### src/rtl/wna_pkg.sv
package wna_pkg;
  localparam int MASTER_W   = 32;
  localparam int SLAVE_W    = 8;
  localparam int LANES      = MASTER_W / SLAVE_W;
  localparam int LANE_IDX_W = $clog2(LANES);

  typedef enum logic [1:0] {
    ST_IDLE,
    ST_LANE,
    ST_DONE
  } stateT;

  // strobes from control to datapath
  typedef struct packed {
    logic                  clearAsm;
    logic                  captureLane;
    logic [LANE_IDX_W-1:0] lane;
  } strobeT;
endpackage

### src/rtl/wna_datapath.sv
module wna_datapath
  import wna_pkg::*;
#(
  parameter int ADDR_W      = 16,
  parameter int SLAVE_DEPTH = 5,
  parameter bit PACKED      = 1'b1
) (
  input  logic                clk,
  input  logic                rst,
  input  strobeT              strobes,
  input  logic [ADDR_W-1:0]   mAddr,
  input  logic [MASTER_W-1:0] mWriteData,
  input  logic [LANES-1:0]    mByteEn,
  input  logic [SLAVE_W-1:0]  sReadData,
  output logic [ADDR_W-1:0]   sAddr,
  output logic [SLAVE_W-1:0]  sWriteData,
  output logic                laneInRange,
  output logic                laneEnabled,
  output logic [MASTER_W-1:0] mReadData
);
  localparam int EXT_W = ADDR_W + 1;

  logic [EXT_W-1:0]   targetAddr;
  logic [SLAVE_W-1:0] wrBytes  [LANES];
  logic [SLAVE_W-1:0] asmBytes [LANES];

  // address mapping chosen by mode
  generate
    if (PACKED) begin : g_packedMap
      always_comb targetAddr = {1'b0, mAddr} + EXT_W'(strobes.lane);
    end else begin : g_regMap
      always_comb targetAddr = EXT_W'(mAddr >> 2);
    end
  endgenerate

  always_comb begin
    sAddr       = targetAddr[ADDR_W-1:0];
    laneInRange = targetAddr < EXT_W'(SLAVE_DEPTH);
    laneEnabled = mByteEn[strobes.lane];
    sWriteData  = wrBytes[strobes.lane];
  end

  // lane split of write data and join of read data
  generate
    for (genvar i = 0; i < LANES; i++) begin : g_lanes
      assign wrBytes[i] = mWriteData[i*SLAVE_W +: SLAVE_W];
      assign mReadData[i*SLAVE_W +: SLAVE_W] = asmBytes[i];
    end
  endgenerate

  always_ff @(posedge clk) begin
    if (rst || strobes.clearAsm) begin
      for (int i = 0; i < LANES; i++) asmBytes[i] <= '0;
    end else if (strobes.captureLane) begin
      asmBytes[strobes.lane] <= sReadData;
    end
  end
endmodule

### src/rtl/wna_ctrl.sv
module wna_ctrl
  import wna_pkg::*;
#(
  parameter bit PACKED = 1'b1
) (
  input  logic   clk,
  input  logic   rst,
  input  logic   mRead,
  input  logic   mWrite,
  input  logic   laneInRange,
  input  logic   laneEnabled,
  input  logic   sWaitReq,
  output strobeT strobes,
  output logic   sRead,
  output logic   sWrite,
  output logic   mWaitReq
);
  localparam int LAST_LANE = PACKED ? LANES - 1 : 0;

  stateT                 state;
  logic [LANE_IDX_W-1:0] laneIdx;
  logic                  request;
  logic                  inLane;
  logic                  needAccess;
  logic                  laneDone;

  always_comb begin
    request    = mRead || mWrite;
    inLane     = (state == ST_LANE);
    needAccess = laneInRange && (mRead || (mWrite && laneEnabled));
    sRead      = inLane && mRead && laneInRange;
    sWrite     = inLane && !mRead && mWrite && laneInRange && laneEnabled;
    laneDone   = inLane && (!needAccess || !sWaitReq);
    mWaitReq   = request && (state != ST_DONE);

    strobes.clearAsm    = (state == ST_IDLE) && request;
    strobes.captureLane = sRead && !sWaitReq;
    strobes.lane        = laneIdx;
  end

  always_ff @(posedge clk) begin
    if (rst) begin
      state   <= ST_IDLE;
      laneIdx <= '0;
    end else begin
      case (state)
        ST_IDLE: begin
          laneIdx <= '0;
          if (request) state <= ST_LANE;
        end
        ST_LANE: begin
          if (laneDone) begin
            if (laneIdx == LANE_IDX_W'(LAST_LANE)) state <= ST_DONE;
            else laneIdx <= laneIdx + 1'b1;
          end
        end
        default: state <= ST_IDLE;
      endcase
    end
  end
endmodule

### src/rtl/wna_width_adapter.sv
module wna_width_adapter
  import wna_pkg::*;
#(
  parameter int ADDR_W      = 16,
  parameter int SLAVE_DEPTH = 5,
  parameter bit PACKED      = 1'b1
) (
  input  logic                clk,
  input  logic                rst,
  input  logic [ADDR_W-1:0]   mAddr,
  input  logic                mRead,
  input  logic                mWrite,
  input  logic [MASTER_W-1:0] mWriteData,
  input  logic [LANES-1:0]    mByteEn,
  output logic [MASTER_W-1:0] mReadData,
  output logic                mWaitReq,
  output logic [ADDR_W-1:0]   sAddr,
  output logic                sRead,
  output logic                sWrite,
  output logic [SLAVE_W-1:0]  sWriteData,
  input  logic [SLAVE_W-1:0]  sReadData,
  input  logic                sWaitReq
);
  strobeT strobes;
  logic   laneInRange;
  logic   laneEnabled;

  wna_ctrl #(.PACKED(PACKED)) ctrl_i (
    .clk(clk), .rst(rst), .mRead(mRead), .mWrite(mWrite),
    .laneInRange(laneInRange), .laneEnabled(laneEnabled), .sWaitReq(sWaitReq),
    .strobes(strobes), .sRead(sRead), .sWrite(sWrite), .mWaitReq(mWaitReq)
  );

  wna_datapath #(.ADDR_W(ADDR_W), .SLAVE_DEPTH(SLAVE_DEPTH), .PACKED(PACKED)) dp_i (
    .clk(clk), .rst(rst), .strobes(strobes), .mAddr(mAddr),
    .mWriteData(mWriteData), .mByteEn(mByteEn), .sReadData(sReadData),
    .sAddr(sAddr), .sWriteData(sWriteData), .laneInRange(laneInRange),
    .laneEnabled(laneEnabled), .mReadData(mReadData)
  );
endmodule

### config.mk
export PLATFORM = sky130hd
export DESIGN_NAME = wna_width_adapter
export DESIGN_NICKNAME = d
export VERILOG_FILES = /design/src/rtl/wna_pkg.sv /design/src/rtl/wna_datapath.sv /design/src/rtl/wna_ctrl.sv /design/src/rtl/wna_width_adapter.sv
export SDC_FILE = /design/constraint.sdc
export NUM_CORES = 1
export LEC_CHECK = 0
export BUFFER_PORTS_ARGS = -buffer_cell sky130_fd_sc_hd__buf_2
export CORE_ASPECT_RATIO = 1.1
export CORE_UTILIZATION = 45
export DETAILED_ROUTE_END_ITERATION = 6
export PLACE_DENSITY = 0.81
export SYNTH_ARGS = -nofsm -noshare
export SYNTH_HDL_FRONTEND = slang
export SYNTH_SLANG_ARGS = --single-unit
### constraint.sdc
create_clock -name clk -period 4.7 [get_ports clk]
set_clock_uncertainty 0.05 [all_clocks]
set_input_delay 0 -clock clk [delete_from_list [all_inputs] [get_ports clk]]
set_output_delay 0 -clock clk [all_outputs]
set_load 0.02 [all_outputs]
==> Yosys cells after proc, flatten, opt, wreduce, memory -nomap -nowiden <==
Memory sizes are Yosys's and may differ from the RTL's.
Cells that the tools add are included.
{ "word_totals": {"in_bits": 65, "out_inout_bits": 59, "ff_bits": 4, "wordCells": 60, "mem_bits_rw": 32, "n_memories": 1} }
{ "op_classes": {"eq_ne": 7, "order_cmp": 3, "add_sub_neg": 2, "reduce_logical": 24, "bitwise_logic": 1, "n_mux": 20} }
{ "mem_list": {"columns": ["name", "depth", "word_bits", "read_ports", "rd_ports_with_merged_regs", "wr", "line_no", "rtl"], "rows": [
  ["dp_i.asmBytes", 4, 8, 4, 0, 4, "wna_datapath.sv:25", "logic [SLAVE_W-1:0] asmBytes [LANES];"]
]} }
{ "op_table": {"columns": ["op", "n"], "rows": [
  ["two-way mux 8 bit", 3],
  ["adder 16 x 2 -> 17 bit", 1],
  ["< comparator 17 x 3 -> 1 bit (second input constant)", 1],
  ["binary-select mux 8 bit (select 2 bit)", 1],
  ["logical AND 1 bit", 12],
  ["two-way mux 2 bit", 6],
  ["inequality test 2 bit (second input constant)", 4],
  ["case mux 2 bit (2 select lines)", 2],
  ["OR reduction 8 bit", 1],
  ["two-way mux 1 bit", 7],
  ["AND reduction 3 bit", 2],
  ["logical OR 1 bit", 4],
  [">= comparator 3 bit (second input constant)", 1],
  ["logical NOT 1 bit", 3],
  ["< comparator 2 x 3 -> 1 bit (second input constant)", 1],
  ["NOT 2 -> 3 bit", 1],
  ["adder 2 x 1 -> 2 bit (second input constant)", 1],
  ["binary-select mux 1 bit (select 2 bit)", 1],
  ["== test 2 x 1 -> 1 bit (second input constant)", 1],
  ["== test 2 bit (second input constant)", 1],
  ["logical NOT 2 bit", 1],
  ["inequality test 2 x 1 -> 1 bit (second input constant)", 1],
  ["nonzero test 2 bit", 1]
]} }

==> Longest topological paths before layout <==
Gate-level depths: netlist (run 1).
{ "logic_depth": {"ltp_word": 10, "depth_mapped": 10, "ltp_nobuf": 9} }

==> Modules after synthesis <==
Synthesis (run 1) repeated with hierarchy kept, for this count alone.
{ "hier_totals": {"hier_cells": 195, "hier_area_um2": 2253.4} }
{ "modules_own_cells": {"columns": ["module", "cells_per_inst", "seq_area_each_um2", "area_each_um2", "instances"], "rows": [
  ["wna_datapath", 165, 960.9, 2006.9, 1],
  ["wna_ctrl", 30, 80.1, 246.5, 1]
]} }

==> Worst setup path before layout (run 1) <==
OpenSTA, ideal clock, no wires.
{ "synth_path": {"path_kind": "register -> register", "start": "reg ctrl_i.laneIdx[0]", "end": "mem dp_i.asmBytes[3][0] (enable)", "path_buffers": 0, "slack_ns": 0.539, "arrival_ns": 3.713, "synth_period_minus_slack_ns": 4.161, "setup_ns": 0.398, "stages_incl_launch_ff": 10, "t_required_ns": 4.252, "cell_sequence": "dfxtp_1 > ha_1 > fa_1 > nand4_1 > nor4_1 > xor2_1 > or4b_4 > nor4_4 > nand2_1 > o41ai_1"} }
{ "synth_lines": {"columns": ["item", "line_no", "rtl"], "rows": [
  ["from (decl)", "wna_ctrl.sv:21", "logic [LANE_IDX_W-1:0] laneIdx;"],
  ["from (signal assigned)", "wna_ctrl.sv:54", "else laneIdx <= laneIdx + 1'b1;"],
  ["to (decl)", "wna_datapath.sv:25", null]
]} }

==> key figures, run 1 <==
Detailed routing
  • Via density: 5.46
  • DRC viols: 0
  • ANT nets after route: 0
  • Drt first-iter violations: 136
  • DR vias: 2,087
  • Drt first pass iters: 4
  • Routed Wire Length: 5.55 mm
  • WL/cell: 14.5 um

Synthesis
  • Syn nets: 266
  • EDFF count, synth: 32
  • Async SR Flop Fraction: 0%
  • Sequential share of the synthesized area: 46.1%
  • Post-synthesis cell area: 2260 um^2
  • Avg Synthesized Cell Area: 11.5 um^2
  • Synth warnings: 0
  • Synthesis-stage register bit count: 36
  • Synth Flop Type: edfxtp_1
  • Cells after Synth: 197
  • Yosys cell types: 51

Flow run
  • Max-Cap Viols: 0

STA
  • RSZ-0062 raised after global routing: no
  • Final setup vio count: 0
  • Crit share post-route: 78.4%
  • Worst slew pin tran: 0.463 ns
  • Max-slew violations: 0
  • Setup TNS: 0 ns
  • Final hold vios: 0
  • Post-layout min period: 3.68 ns
  • F_max: 271 MHz
  • Slew margin rel.: 68.9%
  • Post-layout worst setup margin: 1.02 ns

Critical path
  • FF-to-FF Start: ctrl_i.laneIdx[0]$_SDFFE_PP0P_
  • Critical path type: reg2reg
  • Reg2reg end: dp_i.asmBytes[0][2]$_SDFFCE_PN0P_
  • Reg2reg path depth: 9
  • Crit path required time: 4.64 ns
  • Startpoint Class: register
  • Worst R2R Setup Slack: 1.02 ns
  • Crit-path max FO: 18
  • Critical Path Sink Type: register
  • Worst path arrival time: 3.62 ns

Clocking
  • Post-CTS Resized: 0
  • Setup Buffers After CTS: 0
  • H-tree depth: 2
  • Root Driver: clkbuf_8
  • CTS tree: built
  • CTS sink count: 36
  • CTS Buf Count: 5
  • Clock slew at reported path FFs: 0.07 ns
  • Clock Latency Late Sink: 0.28 ns
  • Max clock buf depth: 2

Pwr
  • Psw: 220 uW
  • P_leak: 1.39 nW
  • Worst ir drop on vdd: 0.123 mV
  • P_int: 596 uW
  • Comb pwr share: 22.6%
  • PD cells: 267 nW/um^2
  • Clock share of power: 32.0%
  • Switching part of the total: 27.0%
  • Sequential Power Share: 45.4%

GRT
  • Largest net degree at the start of global routing: 22
  • Overflow after GRT: 0
  • Initial antenna violation count: 0
  • First-pass GRT wire length: 9.36 mm
  • Total Routing Usage GR: 21.8%
  • Vias in the first global route: 2,071

Placement
  • Port Buffers: 123
  • Placer Congestion: 0.805
  • Post-DP HPWL: 4.48 mm
  • Post-Place Worst Slack: 1.02 ns

Final layout
  • Most common cell after layout, fill and taps aside: buf_2
  • Most frequent cells in the layout: buf_2, nor3_1, edfxtp_1
  • Fin nets: 394
  • Synthesis-to-layout area growth: 35.4%
  • Diode count: 0
  • Layout cells sized above 1: 49.4%
  • Filler cells: 384

Floorplan
  • Vert. Die Dim: 76.3 um
  • Initial core utilization: 47.8%
  • Die footprint: 5300 um^2
  • Die width: 69.5 um
  • Row Count: 26
  • Core area: 4720 um^2
  • Ports: 124

Min path
  • Hold/Removal Path Class: in2reg
  • Hold endpoint: dp_i.asmBytes[3][0]$_DFFE_PP_
  • WHS Path Cells: 3
  • Hold path startpoint: sReadData[0]

Outcome
  • Status: finished, final reports clean
-- cells in the mapped netlist (all sizes together), types with 2 or more instances --
library cell / number / share of area (%)
nor3: 33 / 7.3
edfxtp: 32 / 43
nor2: 16 / 2.7
inv: 15 / 2.5
mux4: 9 / 9.0
xor2: 8 / 3.1
nand2: 7 / 1.2
nand3: 7 / 2.0
xnor2: 7 / 2.7
nor4: 6 / 3.7
buf: 5 / 1.4
clkbuf: 4 / 0.72
dfxtp: 4 / 3.5
nand2b: 4 / 1.1
nand4: 4 / 1.4
a31oi: 3 / 0.83
ha: 3 / 1.7
o211ai: 3 / 1.6
or4: 3 / 1.2
a21oi: 2 / 0.94
nor2b: 2 / 0.67
o21ai: 2 / 0.44
o31ai: 2 / 0.67
or4b: 2 / 1.1
-- worst max-delay path: stages (launching register included) --
cell      delay [ns]
dfxtp_1         0.31
ha_1            0.23
fa_1            0.49
a2111o_1        0.45
a211oi_1        0.22
or4b_4          0.54
nor4_4          0.23
nand4_2         0.39
o21ai_0         0.29
buf_4           0.20
-- area by class of cell --
cell class	count	area (um^2)	area share, %
tap	56	70.1	2.29
sequential	36	1040	34.1
clock inverter	2	35.0	1.15
multi-input combinational	137	1110	36.3
timing repair buffer	130	671	21.9
inverter	15	56.3	1.84
clock buffer	6	72.6	2.38
-- power by group through the flow --
stage | sequential (mW) | clock (mW) | combinational, mW
5_1_grt | 0.372 | 0.279 | 0.199
3_3_place_gp | 0.377 | 0 | 0.180
4_1_cts | 0.371 | 0.267 | 0.185
3_5_place_dp | 0.378 | 0 | 0.184
2_1_floorplan | 0.400 | 0 | 0.0881
6_report | 0.370 | 0.261 | 0.185
-- timing repair --
item                                   in CTS  in global routing
hold buffers                                1                  0
endpoints found under the hold margin       4                  0
setup endpoints to repair                   0                  0
-- worst max path at each step --
stage                                         to                           start  cells past startpoint
2_1_floorplan      dp_i.asmBytes[3][0]$_DFFE_PP_  ctrl_i.laneIdx[0]$_SDFFE_PP0P_                      9
3_3_place_gp   dp_i.asmBytes[0][4]$_SDFFCE_PN0P_  ctrl_i.laneIdx[0]$_SDFFE_PP0P_                      9
3_5_place_dp   dp_i.asmBytes[0][3]$_SDFFCE_PN0P_  ctrl_i.laneIdx[0]$_SDFFE_PP0P_                      9
4_1_cts        dp_i.asmBytes[0][3]$_SDFFCE_PN0P_  ctrl_i.laneIdx[0]$_SDFFE_PP0P_                      9
5_1_grt        dp_i.asmBytes[2][6]$_SDFFCE_PN0P_  ctrl_i.laneIdx[0]$_SDFFE_PP0P_                     10
6_report       dp_i.asmBytes[0][2]$_SDFFCE_PN0P_  ctrl_i.laneIdx[0]$_SDFFE_PP0P_                      9
-- flip-flops by register name, indices dropped and copies added (netlist names) --
register	count
dp_i.asmBytes	32
ctrl_i.laneIdx	2
ctrl_i.state	2
-- routing by layer --
metal	part of all wire [%]	global-route usage (%)	up-vias
li1	-	-	1011
met1	41	26.5	973
met2	51	37.5	97
met3	7.5	6.08	6
met4	0.70	6.12	0
met5	0	0	-
-- cell families after synthesis --
| family | Yosys count | share of synthesized area, % |
|---|---|---|
| AOI/OAI and AO/OA | 21 | 8.32 |
| muxes | 9 | 8.98 |
| adders and majority gates | 4 | 2.55 |
| and+or+nand+nor | 88 | 23.5 |
| buffers and inverters | 24 | 4.66 |
| xor gates and xnor gates | 15 | 5.82 |
| DFF | 36 | 46.1 |
-- per-stage QoR --
| stage | instances | utilization, % | instance area (um^2) | power [mW] | hold slack [ns] |
|---|---|---|---|---|---|
| final | 382 | 64.8 | 3060 | 0.816 | 0.0347 |
| after global routing | 382 | 64.8 | 3060 | 0.850 | 0.0409 |
| after detailed placement | 373 | 62.3 | 2940 | 0.562 | 0.213 |
| after floorplan | 197 | - | 2260 | 0.488 | 0.0194 |
| after CTS | 382 | 64.8 | 3060 | 0.823 | 0.0219 |
| after global placement | 373 | 62.3 | 2940 | 0.557 | 0.220 |
Power figures use the tool's default switching activity.
==> run 2: changes to the inputs <==
ABC_AREA = 1   (was unset)
clock period = 3.8 ns   (was 4.7 ns; I/O delays follow)
==> run 2 against run 1 <==
Against the previous run:
- synthesized area up 1.1%
- final area about the same
- total power up 17%
- routed wire length up 10%
- worst hold slack worse by 0.0066 ns
- highest routed layer unchanged
==> key figures, run 2 <==
Synthesis
  • Top-area cell type share of the netlist area: 42.1% (was 42.6%)
  • Post-synthesis cell area: 2280 um^2 (was 2260 um^2)
  • Synthesis-stage register bit count: 36 (unchanged)
  • EDFF count, synth: 32 (unchanged)
  • Top-count cell post-synth: nor2_1 (was nor3_1)
  • Avg Synthesized Cell Area: 7.95 um^2 (was 11.5 um^2)
  • Syn nets: 356 (was 266)
  • Cells after Synth: 287 (was 197)
  • Synth warnings: 0 (unchanged)
  • Yosys cell types: 28 (was 51)
  • Synth Flop Type: edfxtp_1 (unchanged)
  • Sequential share of the synthesized area: 45.6% (was 46.1%)
  • Area leader, netlist: edfxtp_1 (unchanged)
  • Async SR Flop Fraction: 0% (unchanged)
  • Synth top area cells: edfxtp_1, nor2_1, nand2_1 (was edfxtp_1, mux4_2, nor3_1)
  • Synth top cells by count: nor2_1, nand2_1, inv_1, edfxtp_1, o21ai_0 (was nor3_1, edfxtp_1, nor2_1, inv_1, mux4_2)

Pwr
  • PD cells: 313 nW/um^2 (was 267 nW/um^2)
  • P_int: 660 uW (was 596 uW)
  • Comb pwr share: 24.2% (was 22.6%)
  • Worst ir drop on vdd: 0.129 mV (was 0.123 mV)
  • P_leak: 1.59 nW (was 1.39 nW)
  • Switching part of the total: 31.0% (was 27.0%)
  • Sequential Power Share: 48.2% (was 45.4%)
  • Clock share of power: 27.6% (was 32.0%)
  • Psw: 297 uW (was 220 uW)
  • Final Power: 957 uW (was 816 uW)

Critical path
  • Worst path arrival time: 2.82 ns (was 3.62 ns)
  • Crit path required time: 3.70 ns (was 4.64 ns)
  • CP Cell Sequence: ha_1, fa_1, nand2_2, nor2_4, nand2_1, xor2_1, nand3_1, nor2_4, nand3_4, nor2_8, nand4_4, nand2_1 (was ha_1, fa_1, a2111o_1, a211oi_1, or4b_4, nor4_4, nand4_2, o21ai_0, buf_4)
  • Crit-path max cell delay: 0.41 ns (was 0.54 ns)
  • Reg2reg path depth: 12 (was 9)
  • Critical path type: reg2reg (unchanged)
  • Reg2reg end: dp_i.asmBytes[2][7]$_SDFFCE_PN0P_ (was dp_i.asmBytes[0][2]$_SDFFCE_PN0P_)
  • Critical Path Sink Type: register (unchanged)
  • Worst R2R Setup Slack: 0.89 ns (was 1.02 ns)
  • Startpoint Class: register (unchanged)
  • Worst setup startpoint: ctrl_i.laneIdx[0]$_SDFFE_PP0P_ (unchanged)
  • FF-to-FF Start: ctrl_i.laneIdx[0]$_SDFFE_PP0P_ (unchanged)
  • CP max-delay cell: fa_1 (was or4b_4)
  • Crit-path max FO: 9 (was 18)

Floorplan
  • Initial core utilization: 48.0% (was 47.8%)
  • Vert. Die Dim: 76.7 um (was 76.3 um)
  • Ports: 124 (unchanged)
  • Row Count: 26 (unchanged)
  • Die width: 69.9 um (was 69.5 um)
  • Core area: 4750 um^2 (was 4720 um^2)
  • Die footprint: 5360 um^2 (was 5300 um^2)

STA
  • Slew margin rel.: 53.5% (was 68.9%)
  • Crit share post-route: 76.6% (was 78.4%)
  • F_max: 343 MHz (was 271 MHz)
  • Max-slew violations: 0 (unchanged)
  • Setup TNS: 0 ns (unchanged)
  • Final hold vios: 0 (unchanged)
  • Post-layout min period: 2.91 ns (was 3.68 ns)
  • Worst slew pin tran: 0.697 ns (was 0.463 ns)
  • RSZ-0062 raised after global routing: no (unchanged)
  • Final setup vio count: 0 (unchanged)

Min path
  • Hold path startpoint: sReadData[4] (was sReadData[0])
  • WHS Path Cells: 3 (unchanged)
  • Hold/Removal Path Class: in2reg (unchanged)
  • Hold endpoint: dp_i.asmBytes[3][4]$_DFFE_PP_ (was dp_i.asmBytes[3][0]$_DFFE_PP_)

Final layout
  • Diode count: 0 (unchanged)
  • Largest register FFs: 32 (unchanged)
  • Largest reg by FF count: dp_i.asmBytes (unchanged)
  • Most common cell after layout, fill and taps aside: buf_2 (unchanged)
  • Biggest regs: dp_i.asmBytes (32), ctrl_i.laneIdx (2), ctrl_i.state (2) (unchanged)
  • Fin nets: 483 (was 394)
  • Cell area after layout: 3060 um^2 (about the same)
  • Synthesis-to-layout area growth: 34.0% (was 35.4%)
  • Layout cells sized above 1: 35.9% (was 49.4%)
  • Most frequent cells in the layout: buf_2, nor2_1, nand2_1 (was buf_2, nor3_1, edfxtp_1)
  • Filler cells: 433 (was 384)

Clocking
  • Max clock buf depth: 2 (unchanged)
  • Clock slew at reported path FFs: 0.07 ns (about the same)
  • Post-CTS Resized: 0 (unchanged)
  • Clock Latency Late Sink: 0.28 ns (about the same)
  • Setup Buffers After CTS: 0 (unchanged)
  • Root Driver: clkbuf_8 (unchanged)
  • Hold_buf cts: 1 (unchanged)
  • H-tree depth: 2 (unchanged)
  • CTS tree: built (unchanged)
  • CTS Buf Count: 5 (unchanged)
  • CTS sink count: 36 (unchanged)

GRT
  • Overflow after GRT: 0 (unchanged)
  • Initial antenna violation count: 0 (unchanged)
  • Largest net degree at the start of global routing: 24 (was 22)
  • Total Routing Usage GR: 23.3% (was 21.8%)
  • First-pass GRT wire length: 9.92 mm (was 9.36 mm)
  • Vias in the first global route: 2,193 (was 2,071)

Outcome
  • Status: finished, final reports clean (unchanged)

Placement
  • Placer Congestion: 0.914 (was 0.805)
  • Placement Cell Area: 2960 um^2 (was 2940 um^2)
  • Post-DP HPWL: 4.81 mm (was 4.48 mm)
  • Port Buffers: 123 (unchanged)

Detailed routing
  • WL/cell: 13.0 um (was 14.5 um)
  • ANT nets after route: 0 (unchanged)
  • Via density: 5.06 (was 5.46)
  • DR vias: 2,385 (was 2,087)
  • Routed Wire Length: 6.13 mm (was 5.55 mm)
  • Drt first-iter violations: 117 (was 136)
  • DRC viols: 0 (unchanged)
  • Drt first pass iters: 5 (was 4)

Flow run
  • Max-Cap Viols: 0 (unchanged)
==> run 2: cell count changes after synthesis, sizes merged, moves of 9 or more <==
cell   change
inv       +20
mux4       -9
nand2     +49
nand3      +9
nor2      +64
nor3      -31
o21ai     +19
==> run 2: area by class of cell <==
cell class | instances | area [um^2] | share of cell area [%]
repair buffers | 126 | 641 | 21.0
inverters | 35 | 131 | 4.30
flip-flops and latches | 36 | 1040 | 34.1
multi-input cells | 210 | 1090 | 35.5
clock inverters | 3 | 18.8 | 0.614
clock buffers | 5 | 68.8 | 2.25
well taps | 56 | 70.1 | 2.29
==> run 2: worst max-delay path by stage <==
| stage | end | slack, ns | cells after the start |
|---|---|---|---|
| 2_1_floorplan | dp_i.asmBytes[0][0]$_SDFFCE_PN0P_ | 1.04 | 13 |
| 3_3_place_gp | dp_i.asmBytes[0][0]$_SDFFCE_PN0P_ | 1.01 | 12 |
| 3_5_place_dp | dp_i.asmBytes[0][1]$_SDFFCE_PN0P_ | 0.88 | 12 |
| 4_1_cts | dp_i.asmBytes[2][7]$_SDFFCE_PN0P_ | 0.87 | 12 |
| 5_1_grt | dp_i.asmBytes[0][7]$_SDFFCE_PN0P_ | 0.71 | 12 |
| 6_report | dp_i.asmBytes[2][7]$_SDFFCE_PN0P_ | 0.89 | 12 |
==> run 2: cells by family (layout without fill, tap and decap cells) <==
kind of cell | Yosys count | in the layout | share of synthesized area, %
simple gates | 168 | 168 | 35.7
flops | 36 | 36 | 45.6
fa+ha+maj | 4 | 4 | 2.52
compound gates | 37 | 37 | 9.00
buf+inv | 41 | 169 | 6.75
xor+xnor | 1 | 1 | 0.384
==> run 2: power groups by stage <==
| stage | logic, mW | registers (mW) | clock network [mW] |
|---|---|---|---|
| 2_1_floorplan | 0.105 | 0.500 | 0 |
| 3_3_place_gp | 0.226 | 0.470 | 0 |
| 3_5_place_dp | 0.230 | 0.471 | 0 |
| 4_1_cts | 0.232 | 0.462 | 0.270 |
| 5_1_grt | 0.253 | 0.463 | 0.288 |
| 6_report | 0.232 | 0.461 | 0.264 |
==> run 2: per-layer routing <==
layer  vias to the layer above  GRT usage, %  share of wire, %
li1                       1206             -                 -
met1                      1074          28.1                41
met2                        97          41.3                51
met3                         8          4.60               6.5
met4                         0          7.40               1.5
met5                         -             0                 0
==> run 2: per-stage QoR <==
| stage | cells | hold slack, ns | util (%) | setup slack [ns] |
|---|---|---|---|---|
| after floorplan | 287 | 0.0191 | - | 1.04 |
| after global placement | 462 | 0.193 | 62.3 | 1.01 |
| after detailed placement | 462 | 0.186 | 62.3 | 0.884 |
| after CTS | 471 | 0.0106 | 64.4 | 0.872 |
| after global routing | 471 | 0.0384 | 64.4 | 0.711 |
| final | 471 | 0.0280 | 64.4 | 0.888 |
==> run 2: critical path, delay by kind of cell, from the launching register on <==
kind / cells / cell delay [ns]
and+or+nand+nor: 9 / 1.39
adders and majority gates: 2 / 0.62
xor gates and xnor gates: 1 / 0.18
DFF: 1 / 0.32
==> run 3: changes to the inputs <==
clock period = 2.8 ns   (was 3.8 ns; I/O delays follow)
==> run 3 against run 2 <==
Against the previous run:
- routed wire length down 2.8%
- die area unchanged
- combinational power up 38%
- sequential share of layout area down 0.51 points
- non-clock buffer count up 5
- flip-flop and latch count unchanged
- clock power up 26%
- clock-buffer cell count unchanged
- final cell count up 0.85%
- sequential power up 36%
- worst hold slack better by 0.0016 ns
- final area up 1.5%
- critical endpoint is now dp_i.asmBytes[2][0]$_SDFFCE_PN0P_
==> key figures, run 3 (synthesized netlist as in run 2, its figures left out) <==
GRT
  • Overflow after GRT: 0 (unchanged)
  • First-pass GRT wire length: 9.88 mm (was 9.92 mm)
  • Vias in the first global route: 2,205 (was 2,193)
  • Initial antenna violation count: 0 (unchanged)
  • Largest net degree at the start of global routing: 24 (unchanged)
  • Total Routing Usage GR: 22.5% (was 23.3%)

Critical path
  • Critical path type: reg2reg (unchanged)
  • Crit path required time: 2.73 ns (was 3.70 ns)
  • Crit-path max FO: 8 (was 9)
  • Worst path arrival time: 2.63 ns (was 2.82 ns)
  • Critical Path Sink Type: register (unchanged)
  • Startpoint Class: register (unchanged)

Pwr
  • P_leak: 1.61 nW (was 1.59 nW)
  • Comb pwr share: 25.1% (was 24.2%)
  • P_int: 890 uW (was 660 uW)
  • Clock share of power: 26.0% (was 27.6%)
  • Worst ir drop on vdd: 0.182 mV (was 0.129 mV)
  • Psw: 388 uW (was 297 uW)
  • PD cells: 412 nW/um^2 (was 313 nW/um^2)
  • Sequential Power Share: 49.0% (was 48.2%)
  • Switching part of the total: 30.4% (was 31.0%)

Floorplan
  • Vert. Die Dim: 76.7 um (unchanged)
  • Die footprint: 5360 um^2 (unchanged)
  • Die width: 69.9 um (unchanged)
  • Ports: 124 (unchanged)
  • Initial core utilization: 48.0% (unchanged)
  • Core area: 4750 um^2 (unchanged)
  • Row Count: 26 (unchanged)

Final layout
  • Most common cell after layout, fill and taps aside: buf_2 (unchanged)
  • Largest register FFs: 32 (unchanged)
  • Largest reg by FF count: dp_i.asmBytes (unchanged)
  • Fin nets: 488 (was 483)
  • Layout cells sized above 1: 37.0% (was 35.9%)
  • Most frequent cells in the layout: buf_2, nor2_1, nand2_1 (unchanged)
  • Biggest regs: dp_i.asmBytes (32), ctrl_i.laneIdx (2), ctrl_i.state (2) (unchanged)
  • Diode count: 0 (unchanged)
  • Synthesis-to-layout area growth: 36.0% (was 34.0%)
  • Cell area after layout: 3100 um^2 (was 3060 um^2)

Clocking
  • Clock slew at reported path FFs: 0.07 ns (about the same)
  • Clock Latency Late Sink: 0.28 ns (about the same)
  • Setup Buffers After CTS: 0 (unchanged)
  • CTS Buf Count: 5 (unchanged)
  • CTS sink count: 36 (unchanged)
  • CTS tree: built (unchanged)
  • Max clock buf depth: 2 (unchanged)
  • H-tree depth: 2 (unchanged)
  • Root Driver: clkbuf_8 (unchanged)

Detailed routing
  • DRC viols: 0 (unchanged)
  • Via density: 5.00 (was 5.06)
  • DR vias: 2,376 (was 2,385)
  • Drt first-iter violations: 104 (was 117)
  • Drt first pass iters: 4 (was 5)
  • WL/cell: 12.5 um (was 13.0 um)
  • ANT nets after route: 0 (unchanged)
  • Routed Wire Length: 5.96 mm (was 6.13 mm)

Min path
  • Hold/Removal Path Class: in2reg (unchanged)

STA
  • Worst slew pin tran: 0.657 ns (was 0.697 ns)
  • Final setup vio count: 0 (unchanged)
  • Final hold vios: 0 (unchanged)
  • F_max: 370 MHz (was 343 MHz)
  • Crit share post-route: 96.5% (was 76.6%)
  • Max-slew violations: 0 (unchanged)
  • Post-layout worst setup margin: 0.0984 ns (was 0.888 ns)
  • Slew margin rel.: 56.1% (was 53.5%)
  • Post-layout min period: 2.70 ns (was 2.91 ns)
  • RSZ-0062 raised after global routing: yes (was no)

Placement
  • Port Buffers: 123 (unchanged)
  • Placement Cell Area: 3000 um^2 (was 2960 um^2)
  • Post-DP HPWL: 4.67 mm (was 4.81 mm)
  • Post-Place Worst Slack: -0.0438 ns (was 0.884 ns)
  • Placer Congestion: 0.884 (was 0.914)

Flow run
  • Max-Cap Viols: 0 (unchanged)

Outcome
  • Status: finished, final reports clean (unchanged)
[run 3: cell types whose count changed in the layout (fill, tap and decap cells not counted), sizes merged]
cell    before  now
clkinv       3    2
buf        125  130
[run 3: worst max-delay path: stages, from the launching register on]
cell and delay, ns:
dfxtp_1 0.31, ha_1 0.22, fa_1 0.43, nand2_4 0.14
nor2_4 0.05, nand2_1 0.08, xor2_1 0.20, nand3_1 0.15
nor2_4 0.17, nand3_4 0.11, nor2_8 0.17, nand4_4 0.10
nand2_2 0.20
[run 3: metal layers]
layer	vias to the layer above	global-route usage (%)	wire [um]
met3	8	4.47	360
met5	-	0	0
met1	1071	28.3	2460
met4	0	5.80	68
met2	84	39.4	3070
li1	1213	-	-
[run 3: final timing paths]
path	start	to	slack, ns	cells past startpoint
max	ctrl_i.laneIdx[0]$_SDFFE_PP0P_	dp_i.asmBytes[2][0]$_SDFFCE_PN0P_	0.1	12
min	sReadData[4]	dp_i.asmBytes[0][4]$_SDFFCE_PN0P_	0.03	3
max reg2reg	ctrl_i.laneIdx[0]$_SDFFE_PP0P_	dp_i.asmBytes[2][0]$_SDFFCE_PN0P_	0.1	12
min reg2reg	ctrl_i.state[0]$_SDFFE_PP0P_	ctrl_i.laneIdx[0]$_SDFFE_PP0P_	0.49	2
[run 3: power groups by stage]
stage / combinational, mW / clock [mW] / sequential [mW]
after detailed placement: 0.315 / 0 / 0.638
after CTS: 0.320 / 0.331 / 0.626
after floorplan: 0.143 / 0 / 0.678
final: 0.320 / 0.332 / 0.626
after global routing: 0.349 / 0.351 / 0.628
after global placement: 0.310 / 0 / 0.638
[run 3: metrics by stage]
step	utilization (%)	cells	setup TNS (ns)	power [mW]	hold WS, ns
after floorplan	-	287	0	0.821	0.0191
after global placement	63.1	467	0	0.948	0.197
after detailed placement	63.1	467	-0.762	0.953	0.196
after CTS	65.1	475	0	1.28	0.0346
after global routing	65.3	475	-0.360	1.33	0.0344
final	65.3	475	0	1.28	0.0296
[run 3: timing repair]
action                                  4_1_cts  5_1_grt
endpoints found under the setup margin       32       32
hold buffers                                  1        0
gates resized for setup                       4        2
hold endpoints to repair                      4        0
gates cloned                                  0        0
[run 3: final cells by class]
cell class | instances | area (um^2)
Clock buffer | 5 | 68.8
Multi-Input combinational cell | 210 | 1110
Timing Repair Buffer | 131 | 678
Sequential cell | 36 | 1040
Inverter | 35 | 131
Tap cell | 56 | 70.1
Clock inverter | 2 | 7.51
Fill cell | 426 | 1650
